--- config.mk ---
export PLATFORM = sky130hd
export DESIGN_NAME = xbar_cfg_regs
export DESIGN_NICKNAME = d
export VERILOG_FILES = /design/src/rtl/xbar_cfg_pkg.sv /design/src/rtl/xbar_cfg_decode.sv /design/src/rtl/xbar_cfg_port.sv /design/src/rtl/xbar_cfg_fsm.sv /design/src/rtl/xbar_cfg_regs.sv
export SDC_FILE = /design/constraint.sdc
export NUM_CORES = 1
export LEC_CHECK = 0
export BUFFER_PORTS_ARGS = -buffer_cell sky130_fd_sc_hd__buf_2
export CAP_MARGIN = 20
export CORE_ASPECT_RATIO = 1.5
export CORE_UTILIZATION = 30
export DETAILED_ROUTE_END_ITERATION = 7
export PLACE_DENSITY = 0.64
export SETUP_SLACK_MARGIN = 0.3
export SLEW_MARGIN = 10
export SYNTH_ARGS = -nofsm -noshare
export SYNTH_HDL_FRONTEND = slang
export SYNTH_SLANG_ARGS = --single-unit
--- constraint.sdc ---
create_clock -name clk -period 2.32 [get_ports clk]
set_input_delay 0.58 -clock clk [delete_from_list [all_inputs] [get_ports clk]]
set_output_delay 0.58 -clock clk [all_outputs]
set_load 0.03 [all_outputs]
--- src/rtl/xbar_cfg_pkg.sv ---
package xbar_cfg_pkg;

    localparam int unsigned NUM_PORTS = 4;
    localparam int unsigned LOCK_BIT  = 31;
    localparam logic [31:0] PRIO_INIT = 32'h5400_3210;

    typedef enum logic [1:0] {
        SZ_BYTE = 2'd0,
        SZ_HALF = 2'd1,
        SZ_WORD = 2'd2
    } acc_size_e;

    typedef enum logic {
        ST_IDLE,
        ST_RESP
    } rsp_state_e;

    // Physical slave port number of each implemented slot
    function automatic int unsigned slot_port(input int unsigned slot);
        case (slot)
            0:       return 2;
            1:       return 3;
            2:       return 6;
            default: return 7;
        endcase
    endfunction

endpackage

--- src/rtl/xbar_cfg_decode.sv ---
module xbar_cfg_decode
    import xbar_cfg_pkg::*;
#(
    parameter int unsigned AW      = 14,
    parameter int unsigned NP      = 4,
    parameter int unsigned MGP_OFS = 'hF00
) (
    input  logic [AW-1:0] addr,
    output logic [NP-1:0] sel_prio,
    output logic [NP-1:0] sel_ctrl,
    output logic          sel_mgp,
    output logic          hit
);

    localparam int unsigned PORT_STRIDE = 'h100;
    localparam int unsigned CTRL_OFS    = 'h10;

    always_comb begin
        sel_prio = '0;
        sel_ctrl = '0;
        for (int unsigned i = 0; i < NP; i++) begin
            sel_prio[i] = (addr == AW'(slot_port(i) * PORT_STRIDE));
            sel_ctrl[i] = (addr == AW'(slot_port(i) * PORT_STRIDE + CTRL_OFS));
        end
        sel_mgp = (addr == AW'(MGP_OFS));
        hit     = (|sel_prio) | (|sel_ctrl) | sel_mgp;
    end

endmodule

--- src/rtl/xbar_cfg_port.sv ---
module xbar_cfg_port #(
    parameter int unsigned    DW        = 32,
    parameter int unsigned    LOCK_POS  = 31,
    parameter logic [DW-1:0]  PRIO_RST  = '0
) (
    input  logic          clk,
    input  logic          rst_n,
    input  logic          we_prio,
    input  logic          we_ctrl,
    input  logic [DW-1:0] wdata,
    output logic [DW-1:0] prio_q,
    output logic [DW-1:0] ctrl_q,
    output logic          locked
);

    assign locked = ctrl_q[LOCK_POS];

    always_ff @(posedge clk or negedge rst_n) begin
        if (!rst_n) begin
            prio_q <= PRIO_RST;
            ctrl_q <= '0;
        end else if (!locked) begin
            if (we_prio) prio_q <= wdata;
            if (we_ctrl) ctrl_q <= wdata;
        end
    end

endmodule

--- src/rtl/xbar_cfg_fsm.sv ---
module xbar_cfg_fsm
    import xbar_cfg_pkg::*;
#(
    parameter int unsigned DW = 32
) (
    input  logic          clk,
    input  logic          rst_n,
    input  logic          req_valid,
    input  logic          err_in,
    input  logic [DW-1:0] rdata_in,
    output logic          req_ready,
    output logic          accept,
    output logic          rsp_valid,
    output logic [DW-1:0] rsp_rdata,
    output logic          rsp_err
);

    rsp_state_e state_q, state_d;

    always_ff @(posedge clk or negedge rst_n) begin
        if (!rst_n) state_q <= ST_IDLE;
        else        state_q <= state_d;
    end

    always_comb begin
        state_d = state_q;
        unique case (state_q)
            ST_IDLE: if (req_valid) state_d = ST_RESP;
            ST_RESP: state_d = ST_IDLE;
        endcase
    end

    always_comb begin
        req_ready = (state_q == ST_IDLE);
        rsp_valid = (state_q == ST_RESP);
        accept    = req_ready && req_valid;
    end

    always_ff @(posedge clk or negedge rst_n) begin
        if (!rst_n) begin
            rsp_rdata <= '0;
            rsp_err   <= 1'b0;
        end else if (accept) begin
            rsp_rdata <= err_in ? '0 : rdata_in;
            rsp_err   <= err_in;
        end
    end

endmodule

--- src/rtl/xbar_cfg_regs.sv ---
module xbar_cfg_regs
    import xbar_cfg_pkg::*;
#(
    parameter int unsigned AW      = 14,
    parameter int unsigned DW      = 32,
    parameter int unsigned MGP_OFS = 'hF00
) (
    input  logic                     clk,
    input  logic                     rst_n,
    input  logic                     req_valid,
    output logic                     req_ready,
    input  logic                     req_write,
    input  logic [AW-1:0]            req_addr,
    input  logic [DW-1:0]            req_wdata,
    input  logic [1:0]               req_size,
    input  logic                     req_super,
    output logic                     rsp_valid,
    output logic [DW-1:0]            rsp_rdata,
    output logic                     rsp_err,
    output logic [NUM_PORTS*DW-1:0]  prio_o,
    output logic [NUM_PORTS*DW-1:0]  ctrl_o,
    output logic [DW-1:0]            mgp_o
);

    localparam int unsigned NP = NUM_PORTS;

    logic [NP-1:0] sel_prio, sel_ctrl, port_lock;
    logic          sel_mgp, hit, accept, acc_bad, wr_ok, lock_hit;
    logic [DW-1:0] rd_mux;
    logic [DW-1:0] prio_q [NP];
    logic [DW-1:0] ctrl_q [NP];
    logic [DW-1:0] mgp_q;

    xbar_cfg_decode #(.AW(AW), .NP(NP), .MGP_OFS(MGP_OFS)) dec_i (
        .addr     (req_addr),
        .sel_prio (sel_prio),
        .sel_ctrl (sel_ctrl),
        .sel_mgp  (sel_mgp),
        .hit      (hit)
    );

    always_comb begin
        lock_hit = |((sel_prio | sel_ctrl) & port_lock);
        acc_bad  = !req_super || (req_size != SZ_WORD) || !hit || (req_write && lock_hit);
        wr_ok    = accept && req_write && !acc_bad;
        rd_mux   = '0;
        for (int unsigned i = 0; i < NP; i++) begin
            if (sel_prio[i]) rd_mux = rd_mux | prio_q[i];
            if (sel_ctrl[i]) rd_mux = rd_mux | ctrl_q[i];
        end
        if (sel_mgp) rd_mux = rd_mux | mgp_q;
    end

    for (genvar g = 0; g < NP; g++) begin : g_port
        xbar_cfg_port #(.DW(DW), .LOCK_POS(LOCK_BIT), .PRIO_RST(DW'(PRIO_INIT))) port_i (
            .clk     (clk),
            .rst_n   (rst_n),
            .we_prio (wr_ok && sel_prio[g]),
            .we_ctrl (wr_ok && sel_ctrl[g]),
            .wdata   (req_wdata),
            .prio_q  (prio_q[g]),
            .ctrl_q  (ctrl_q[g]),
            .locked  (port_lock[g])
        );
        assign prio_o[g*DW +: DW] = prio_q[g];
        assign ctrl_o[g*DW +: DW] = ctrl_q[g];
    end

    always_ff @(posedge clk or negedge rst_n) begin
        if (!rst_n)               mgp_q <= '0;
        else if (wr_ok && sel_mgp) mgp_q <= req_wdata;
    end
    assign mgp_o = mgp_q;

    xbar_cfg_fsm #(.DW(DW)) fsm_i (
        .clk       (clk),
        .rst_n     (rst_n),
        .req_valid (req_valid),
        .err_in    (acc_bad),
        .rdata_in  (rd_mux),
        .req_ready (req_ready),
        .accept    (accept),
        .rsp_valid (rsp_valid),
        .rsp_rdata (rsp_rdata),
        .rsp_err   (rsp_err)
    );

endmodule

==> results.toml, run 1 <==
[status]
status = "finished, violations left"
violations = "setup timing"

[floorplan]
die_x_um = 183
die_y_um = 274
io_pins = 376
dieArea_um2 = 50100
core_um2 = 48600
start_util_pct = 30.4
core.rowCount = 99

[yosys]
mappedNetlistArea_um2 = 14800
synth_top_family_by_area = "multiplexers"
yosys.area_share.adder_pct = 0
ys.flop_type = "dfrtp_1"
synth_xor_area_share_pct = 0
synth-seq-cells = 322
synth_nets = 1137
ys_seq_area_share_pct = 54.8
synth_top_area_cell = "dfrtp_1"
syn_avg_cell_area_um2 = 13.6
syn_inst = 1084
synth_mux_area_share_pct = 28.6
ys_warn_count = 0
synth_top_cell_area_share_pct = 49.8
synth.distinct_cells = 55
async_flop_share_pct = 100
synthTopCellsByArea = "dfrtp_1 (50%), mux2_2 (18%), mux2_4 (5.8%)"
synth-edff-count = 0
synth_compound_area_share_pct = 8.37
synth_simple_gate_area_share_pct = 4.38

[final_layout]
area_growth_pct = 43.5
stdcell_count = 2250
fin_nets = 1618
drive_gt1_share_pct = 60.5

[timing]
slew_violations = 0
clock-skew-final_ns = 0.0228
period_share_pct = 105
hold_viol = 0
finalSetupViolations = 205
tns_ns = -12.93
hold-worst-slack_ns = 0.419
setup_slack_ns = -0.117
max_slew_margin_pct = 60.6
rsz0062_at_grt = "true"
fin_crit_ns = 2.44
max_freq_mhz = 410
tightest_slew_ns = 0.591

[detailed_routing]
vias = 11628
viasPerCell = 5.17
drtAntennaViolNets = 0
drt_first_iter_violations = 683
drc_errors = 0
drt-wirelength-per-cell_um = 26.4
drt_wl_total_um = 59500
dr.pass1.iters = 4

[global_routing]
grt_pass1_wl_um = 84600
gr-usage-all-layers_pct = 23.2
grt_max_degree = 53
grt_pass1_vias = 12014
overflow = 0
antenna_found_initial = 5

[critical_path]
reg2reg_from = "fsm_i.rsp_valid"
cp.required_ns = 2.72
arrival_ns = 2.84
crit_type = "in -> reg"
startpoint = "req_addr[12]"
cp_max_fo = 15
cp-end-kind = "register"
r2r_slack_ns = -0.04
startpoint_type = "input pin"

[place]
place.gp.congestion = 0.837
dpl.hpwl_um = 37300
dp.cells = 2132
portBuffers = 375

[clocking]
cts.htree.levels = 2
clkLatencyLatePin_ns = 0.53
cts_tree = "done"
cts_sinks = 322
path_clk_slew_ns = 0.07
cts_inserted_buffers = 35
cts_max_path_buffers = 3
cts-root-buf = "clkbuf_16"

[hold_path]
min_from = "req_wdata[3]"
worstHoldPathType = "in -> reg"

[job]
maxCapViolations = 0

[pwr]
ir_worst_vdd_mv = 0.607
powerDensity_nw_per_um2 = 567
leakagePower_nw = 11.1
power breakdown:
part	switching (W)	internal [W]	leakage (nW)
Combinational	0.000365	0.000151	6.10
Sequential	0.000000883	0.00562	4.39
Clock	0.00239	0.00349	0.592
Total	0.00276	0.00925	11.1
registers in the layout (all words and copies together), names as in the netlist:
name,cells
g_port.port_i.prio_q,128
fsm_i.rsp_valid,1
fsm_i.rsp_rdata,32
mgp_o,32
fsm_i.rsp_err,1
g_port.port_i.ctrl_q,128
cells in the final DEF (no fill, tap or decap), types with 6 or more instances in the layout:
cell type and count:
nand2_1 58, buf_4 63, a221oi_1 25, clkinv_2 7, nor2_1 32, buf_6 29
clkbuf_8 7, buf_2 371, o211ai_1 28, a22oi_1 25, a21o_1 28, clkbuf_16 40
buf_12 34, dfstp_2 28, mux2i_1 42, mux2_2 86, a22o_1 6, inv_1 31
o21ai_1 7, mux2_4 228, buf_16 17, o21ai_0 22, dfrtp_1 294, nor4_4 7
critical path, stage by stage:
cell       delay [ns]
buf_6            0.10
buf_6            0.10
or4b_4           0.55
o22a_4           0.29
o2111ai_4        0.22
buf_8            0.19
or3b_4           0.23
buf_12           0.21
mux2_2           0.35
area by class of cell:
type	count	area [um^2]
antenna	3	7.51
multi-input combinational	653	6970
fill	4517	27400
sequential	322	8090
timing repair buffer	522	3970
clock inverter	14	160
tap	656	821
clock buffer	49	1040
inverter	31	116
synth_stat cells, drive strengths merged, types with 5 or more instances:
cell and number:
a21o 28, o21ai 29, buf 42, dfstp 28
a22o 6, a22oi 28, a221oi 25, nand2 59
clkbuf 36, o211ai 28, nor2 34, inv 31
nor4 7, o22ai 5, mux2 314, a21oi 5
mux2i 42, dfrtp 294
through the flow:
| step | util [%] | total power, W | setup slack [ns] | instance area, um^2 |
|---|---|---|---|---|
| after CTS | 43.0 | 0.0121 | -0.0884 | 20900 |
| after detailed placement | 37.8 | 0.00622 | -0.695 | 18300 |
| after global routing | 43.6 | 0.0124 | -0.155 | 21200 |
| after global placement | 37.8 | 0.00621 | -0.668 | 18300 |
| final | 43.6 | 0.0120 | -0.117 | 21200 |
| after floorplan | - | 0.00584 | -0.445 | 15200 |
what timing repair did:
action,CTS,global route
setup buffers,23,8
pin swaps,10,18
hold buffers,1,0
resized for setup,152,62
cloned,18,2
hold endpoints to repair,7,0
endpoints found under the setup margin,318,316
worst paths after layout:
| path | cells past startpoint | to |
|---|---|---|
| max in group asynchronous | 3 | g_port[1].port_i.prio_q[13] |
| setup reg to reg | 7 | g_port[0].port_i.ctrl_q[15] |
| setup / recovery | 9 | g_port[1].port_i.prio_q[7] |
| hold reg to reg | 1 | fsm_i.rsp_rdata[17] |
| min in group asynchronous | 2 | fsm_i.rsp_rdata[30] |
| hold / removal | 2 | g_port[0].port_i.ctrl_q[3] |
layer usage:
layer,vias to the layer above,track usage (%),wire (um)
met2,491,39.1,29500
met3,133,3.71,2940
met5,-,0,0
met1,6097,28.3,24000
met4,0,12.6,3090
li1,4907,-,-
kinds of logic after synthesis:
group	after synthesis
multiplexers	358
flip-flops	322
AO/OA/AOI/OAI	166
AND/OR/NAND/NOR	129
buffers and inverters	109
(Power assumes the default switching activity.)
==> run 2, diff against run 1 <==
==> constraint.sdc (replaced) <==
create_clock -name clk -period 2.32 [get_ports clk]
set_input_delay 0.464 -clock clk [delete_from_list [all_inputs] [get_ports clk]]
set_output_delay 0.464 -clock clk [all_outputs]
set_load 0.03 [all_outputs]
==> run 2 against run 1 <==
The run still ends with setup timing left. Flip-flop and latch count did not move. Routed wire length grew 1.3%. Critical path depth is 2 lower. Final cell count shrank 0.13%. Core utilization about the same. Die area unchanged. Register-to-register slack got worse by 0.03 ns. Clock power up 0.9%. Clock skew decreased by 0.0031 ns. Global-route usage fell by 0.65 points. Critical endpoint is now g_port[0].port_i.ctrl_q[28]. Largest cell class unchanged. Largest power group unchanged.
==> results.toml, run 2 (synthesis results as in run 1) <==
[status]
status = "finished, violations left"
violations = "setup timing"

[final_layout]
fillCellCount = 4486
final_common_cell = "buf_2"
multiInputGateArea_um2 = 6960
fin_nets = 1615
final_cell_mix = "buf_2 (373), dfrtp_1 (294), mux2_4 (218)"
top_regs = "g_port.port_i.ctrl_q x128, g_port.port_i.prio_q x128"
layout.area.seq_um2 = 8090
stdcell_count = 2247
area_growth_pct = 43.6
fin_area_um2 = 21200
drive_gt1_share_pct = 60.5

[clocking]
cts_sinks = 322
cts_inserted_buffers = 35
cts_max_path_buffers = 3
path_clk_slew_ns = 0.06
cts_tree = "done"
cts-root-buf = "clkbuf_16"
clkLatencyLatePin_ns = 0.53
cts.htree.levels = 2

[timing]
fin_crit_ns = 2.39
hold-worst-slack_ns = 0.298
setup_slack_ns = -0.0707
finalSetupViolations = 90
max_slew_margin_pct = 57.2
max_freq_mhz = 418
hold_viol = 0
clock-skew-final_ns = 0.0197
period_share_pct = 103
rsz0062_at_grt = "true"
slew_violations = 0
tightest_slew_ns = 0.641

[critical_path]
arrival_ns = 2.79
startpoint_type = "register"
crit_path_max_incr_delay_ns = 0.49
reg2regPathDepth = 7
cp_max_fo = 11
cp_slowest_cell = "or4_4"
crit_type = "reg -> reg"
path_cells = "nand2b_4 -> a2111oi_4 -> o2111ai_4 -> buf_4 -> or4_4 -> buf_12 -> mux2_4"
cp.required_ns = 2.72
cp-end-kind = "register"

[global_routing]
grt_pass1_vias = 11953
grt_max_degree = 66
grt_pass1_wl_um = 82800
overflow = 0
antenna_found_initial = 2
gr-usage-all-layers_pct = 22.6

[floorplan]
die_x_um = 183
die_y_um = 274
dieArea_um2 = 50100
start_util_pct = 30.4
core_um2 = 48600
io_pins = 376
core.rowCount = 99

[detailed_routing]
drt-wirelength-per-cell_um = 26.8
viasPerCell = 5.21
drt_wl_total_um = 60300
vias = 11703
drt_first_iter_violations = 629
drtAntennaViolNets = 0
drc_errors = 0
dr.pass1.iters = 4

[pwr]
powerDensity_nw_per_um2 = 570
post-layout-total-power_w = 0.0121
leakagePower_nw = 11.1
ir_worst_vdd_mv = 0.489

[place]
portBuffers = 375
dp.cells = 2132
place.gp.congestion = 0.842
dpl.hpwl_um = 38100
post-place-ws_ns = -0.586
placed_cell_area_um2 = 18400

[hold_path]
worstHoldPathType = "in -> reg"
min_path_cells = 2

[job]
maxCapViolations = 0
-- run 2: per-layer routing --
layer  global-route usage [%]  share of wire (%)  up-vias
met5                        0                  0        -
met4                     11.0                5.1        0
met3                     4.07                6.4      160
met2                     38.1                 49      542
met1                     27.6                 39     6081
li1                         -                  -     4920
-- run 2: report_power, final --
part           total (W)  switching [W]  internal, W
Combinational   0.000534       0.000378     0.000157
Clock            0.00593        0.00239      0.00354
Sequential       0.00562    0.000000822      0.00562
Total             0.0121        0.00277      0.00932
-- run 2: critical path: cells and delay by family (launching register included) --
kind	cells	cell delay, ns
buffers and inverters	2	0.38
flip-flops	1	0.39
AND/OR/NAND/NOR	2	0.69
AO/OA/AOI/OAI	2	0.50
multiplexers	1	0.31
-- run 2: path summary, 6_finish.rpt --
kind / from / end / slack, ns
max: fsm_i.rsp_valid / g_port[0].port_i.ctrl_q[28] / -0.07
min: req_wdata[2] / g_port[1].port_i.prio_q[2] / 0.30
max reg2reg: fsm_i.rsp_valid / g_port[0].port_i.ctrl_q[28] / -0.07
min reg2reg: fsm_i.rsp_rdata[1] / fsm_i.rsp_rdata[1] / 0.51
max in group asynchronous: rst_n / g_port[3].port_i.prio_q[26] / 1.02
min in group asynchronous: rst_n / fsm_i.rsp_rdata[7] / 0.52
-- run 2: layout make-up --
cell class                 count  share of cell area (%)
sequential                   322                    38.2
multi-input combinational    653                    32.8
timing repair buffer         519                    18.8
clock buffer                  50                    4.64
tap                          656                    3.87
clock inverter                14                    1.04
inverter                      31                   0.549
antenna                        2                  0.0236
-- run 2: what timing repair did --
item,CTS,global route
hold endpoints to repair,42,0
endpoints found under the setup margin,295,313
cloned,12,11
buffers inserted,14,11
pin swaps,2,9
hold buffers,1,0
resized for setup,33,194
-- run 2: metrics by stage --
step | utilization, % | TNS (ns)
floorplan | - | -71.53
global placement | 37.9 | -142.78
detailed placement | 37.9 | -151.03
CTS | 41.5 | -12.95
global route | 43.6 | -14.44
finish | 43.7 | -2.80
==> run 3, diff against run 2 <==
Settings changed: BUFFER_PORTS_ARGS -buffer_cell sky130_fd_sc_hd__buf_2 to -buffer_cell sky130_fd_sc_hd__clkbuf_2, SETUP_SLACK_MARGIN 0.3 to not set.
==> run 3 against run 2 <==
The flow still finishes with violations (setup timing). Worst setup slack gained 0.0011 ns. Final cell count shrank 1.3%. Fmax is essentially flat. Core utilization shrank 2.1 points. Critical endpoint is now g_port[0].port_i.ctrl_q[10]. Largest cell class unchanged.
==> results.toml, run 3 (synthesis results as in run 1) <==
[final_layout]
area_growth_pct = 36.7
top_regs = "g_port.port_i.ctrl_q x128, g_port.port_i.prio_q x128"
diodes = 0
final_common_cell = "clkbuf_2"
stdcell_count = 2217
drive_gt1_share_pct = 58.2
fin_nets = 1589
final_cell_mix = "clkbuf_2 (373), dfrtp_1 (294), mux2_4 (154)"
post-route-util_pct = 41.5

[floorplan]
core_um2 = 48600
core.rowCount = 99
die_x_um = 183
die_y_um = 274
dieArea_um2 = 50100
io_pins = 376
start_util_pct = 30.4

[detailed_routing]
drt-wirelength-per-cell_um = 24.8
drt_first_iter_violations = 573
vias = 11348
drtAntennaViolNets = 0
drc_errors = 0
dr.pass1.iters = 5
drt_wl_total_um = 54900
viasPerCell = 5.12

[critical_path]
crit_type = "reg -> reg"
reg2reg_from = "fsm_i.rsp_valid"
cp_max_fo = 7
r2r_slack_ns = -0.07
arrival_ns = 2.80
reg2regPathDepth = 7
startpoint_type = "register"
cp-end-kind = "register"
cp.required_ns = 2.73
reg2reg_to = "g_port[0].port_i.ctrl_q[10]"

[clocking]
cts_sinks = 322
clkLatencyLatePin_ns = 0.53
cts_inserted_buffers = 35
cts-root-buf = "clkbuf_16"
path_clk_slew_ns = 0.07
cts.htree.levels = 2
cts_max_path_buffers = 3
cts_tree = "done"

[pwr]
power_frac_clock_pct = 47.9
post-layout-total-power_w = 0.0117
internal_power_w = 0.00900
powerDensity_nw_per_um2 = 580
ir_worst_vdd_mv = 0.490
p_sw_share_pct = 23.2
switchingPower_w = 0.00271
leakagePower_nw = 10.4
combinationalPowerShare_pct = 4.1
p_seq_share_pct = 48.0

[timing]
setup_slack_ns = -0.0695
period_share_pct = 103
max_slew_margin_pct = 61.9
max_freq_mhz = 418
fin_crit_ns = 2.39
hold-worst-slack_ns = 0.312
rsz0062_at_grt = "true"
finalSetupViolations = 74
tightest_slew_ns = 0.571
slew_violations = 0
clock-skew-final_ns = 0.0130
hold_viol = 0

[status]
violations = "setup timing"
status = "finished, violations left"

[global_routing]
grt_pass1_vias = 11974
grt_max_degree = 73
grt_pass1_wl_um = 79100
overflow = 0
gr-usage-all-layers_pct = 21.3
antenna_found_initial = 0

[place]
dpl.hpwl_um = 37700
portBuffers = 375
dp.cells = 2137
post-place-ws_ns = -0.605
place.gp.congestion = 0.865

[job]
maxCapViolations = 0

[hold_path]
min_from = "req_wdata[31]"
hold_end = "g_port[2].port_i.prio_q[31]"
min_path_cells = 2
worstHoldPathType = "in -> reg"
run 3: how the worst max path moves through the flow:
stage               startpoint                           to  slack [ns]  depth (start not counted)
2_1_floorplan     req_addr[13]  g_port[3].port_i.prio_q[10]       -0.33                          7
3_3_place_gp       req_addr[4]  g_port[0].port_i.ctrl_q[13]       -0.56                          7
3_5_place_dp      req_addr[13]  g_port[0].port_i.prio_q[19]       -0.60                          9
4_1_cts        fsm_i.rsp_valid   g_port[1].port_i.ctrl_q[3]       -0.15                          8
5_1_grt        fsm_i.rsp_valid  g_port[0].port_i.ctrl_q[11]       -0.12                          7
6_report       fsm_i.rsp_valid  g_port[0].port_i.ctrl_q[10]       -0.07                          7
run 3: area by class of cell:
cell class | instances | area, um^2
fillers | 4652 | 28400
flip-flops and latches | 322 | 8090
multi-input cells | 653 | 6610
repair buffers | 493 | 3400
clock buffers | 53 | 1050
well taps | 656 | 821
inverters | 31 | 116
clock inverters | 9 | 86.3
run 3: timing repair:
item                       in CTS  in global routing
pin swaps                       5                  6
buffers inserted               13                  2
hold endpoints to repair       32                  0
hold buffers                    1                  0
setup endpoints to repair     216                270
gates resized for setup        67                 21
gates cloned                    4                  4
run 3: power groups by stage:
| stage | combinational (W) | sequential, W | clock [W] |
|---|---|---|---|
| after floorplan | 0.000117 | 0.00573 | 0 |
| after CTS | 0.000491 | 0.00562 | 0.00575 |
| after global placement | 0.000476 | 0.00572 | 0 |
| final | 0.000485 | 0.00562 | 0.00560 |
| after global routing | 0.000527 | 0.00562 | 0.00595 |
| after detailed placement | 0.000483 | 0.00572 | 0 |
run 3: metal layers:
metal  vias to the layer above  GRT usage, %  wire length (um)
met5                         -             0                 0
met4                         0          12.5              3120
met3                       157          3.39              2940
met2                       489          36.4             27500
met1                      5859          25.3             21400
li1                       4843             -                 -
run 3: stage by stage:
step                setup TNS (ns)  area (um^2)
floorplan                   -71.44        15100
detailed placement         -149.30        18500
global route                 -8.71        20200
global placement           -141.03        18500
CTS                         -13.51        20100
finish                       -3.30        20200
run 3: worst max-delay path, stage by stage (launching register included):
cell	delay, ns
dfrtp_1	0.38
nand2b_4	0.19
a2111oi_4	0.29
o2111ai_4	0.21
or4_4	0.57
buf_12	0.18
buf_12	0.15
mux2_4	0.29
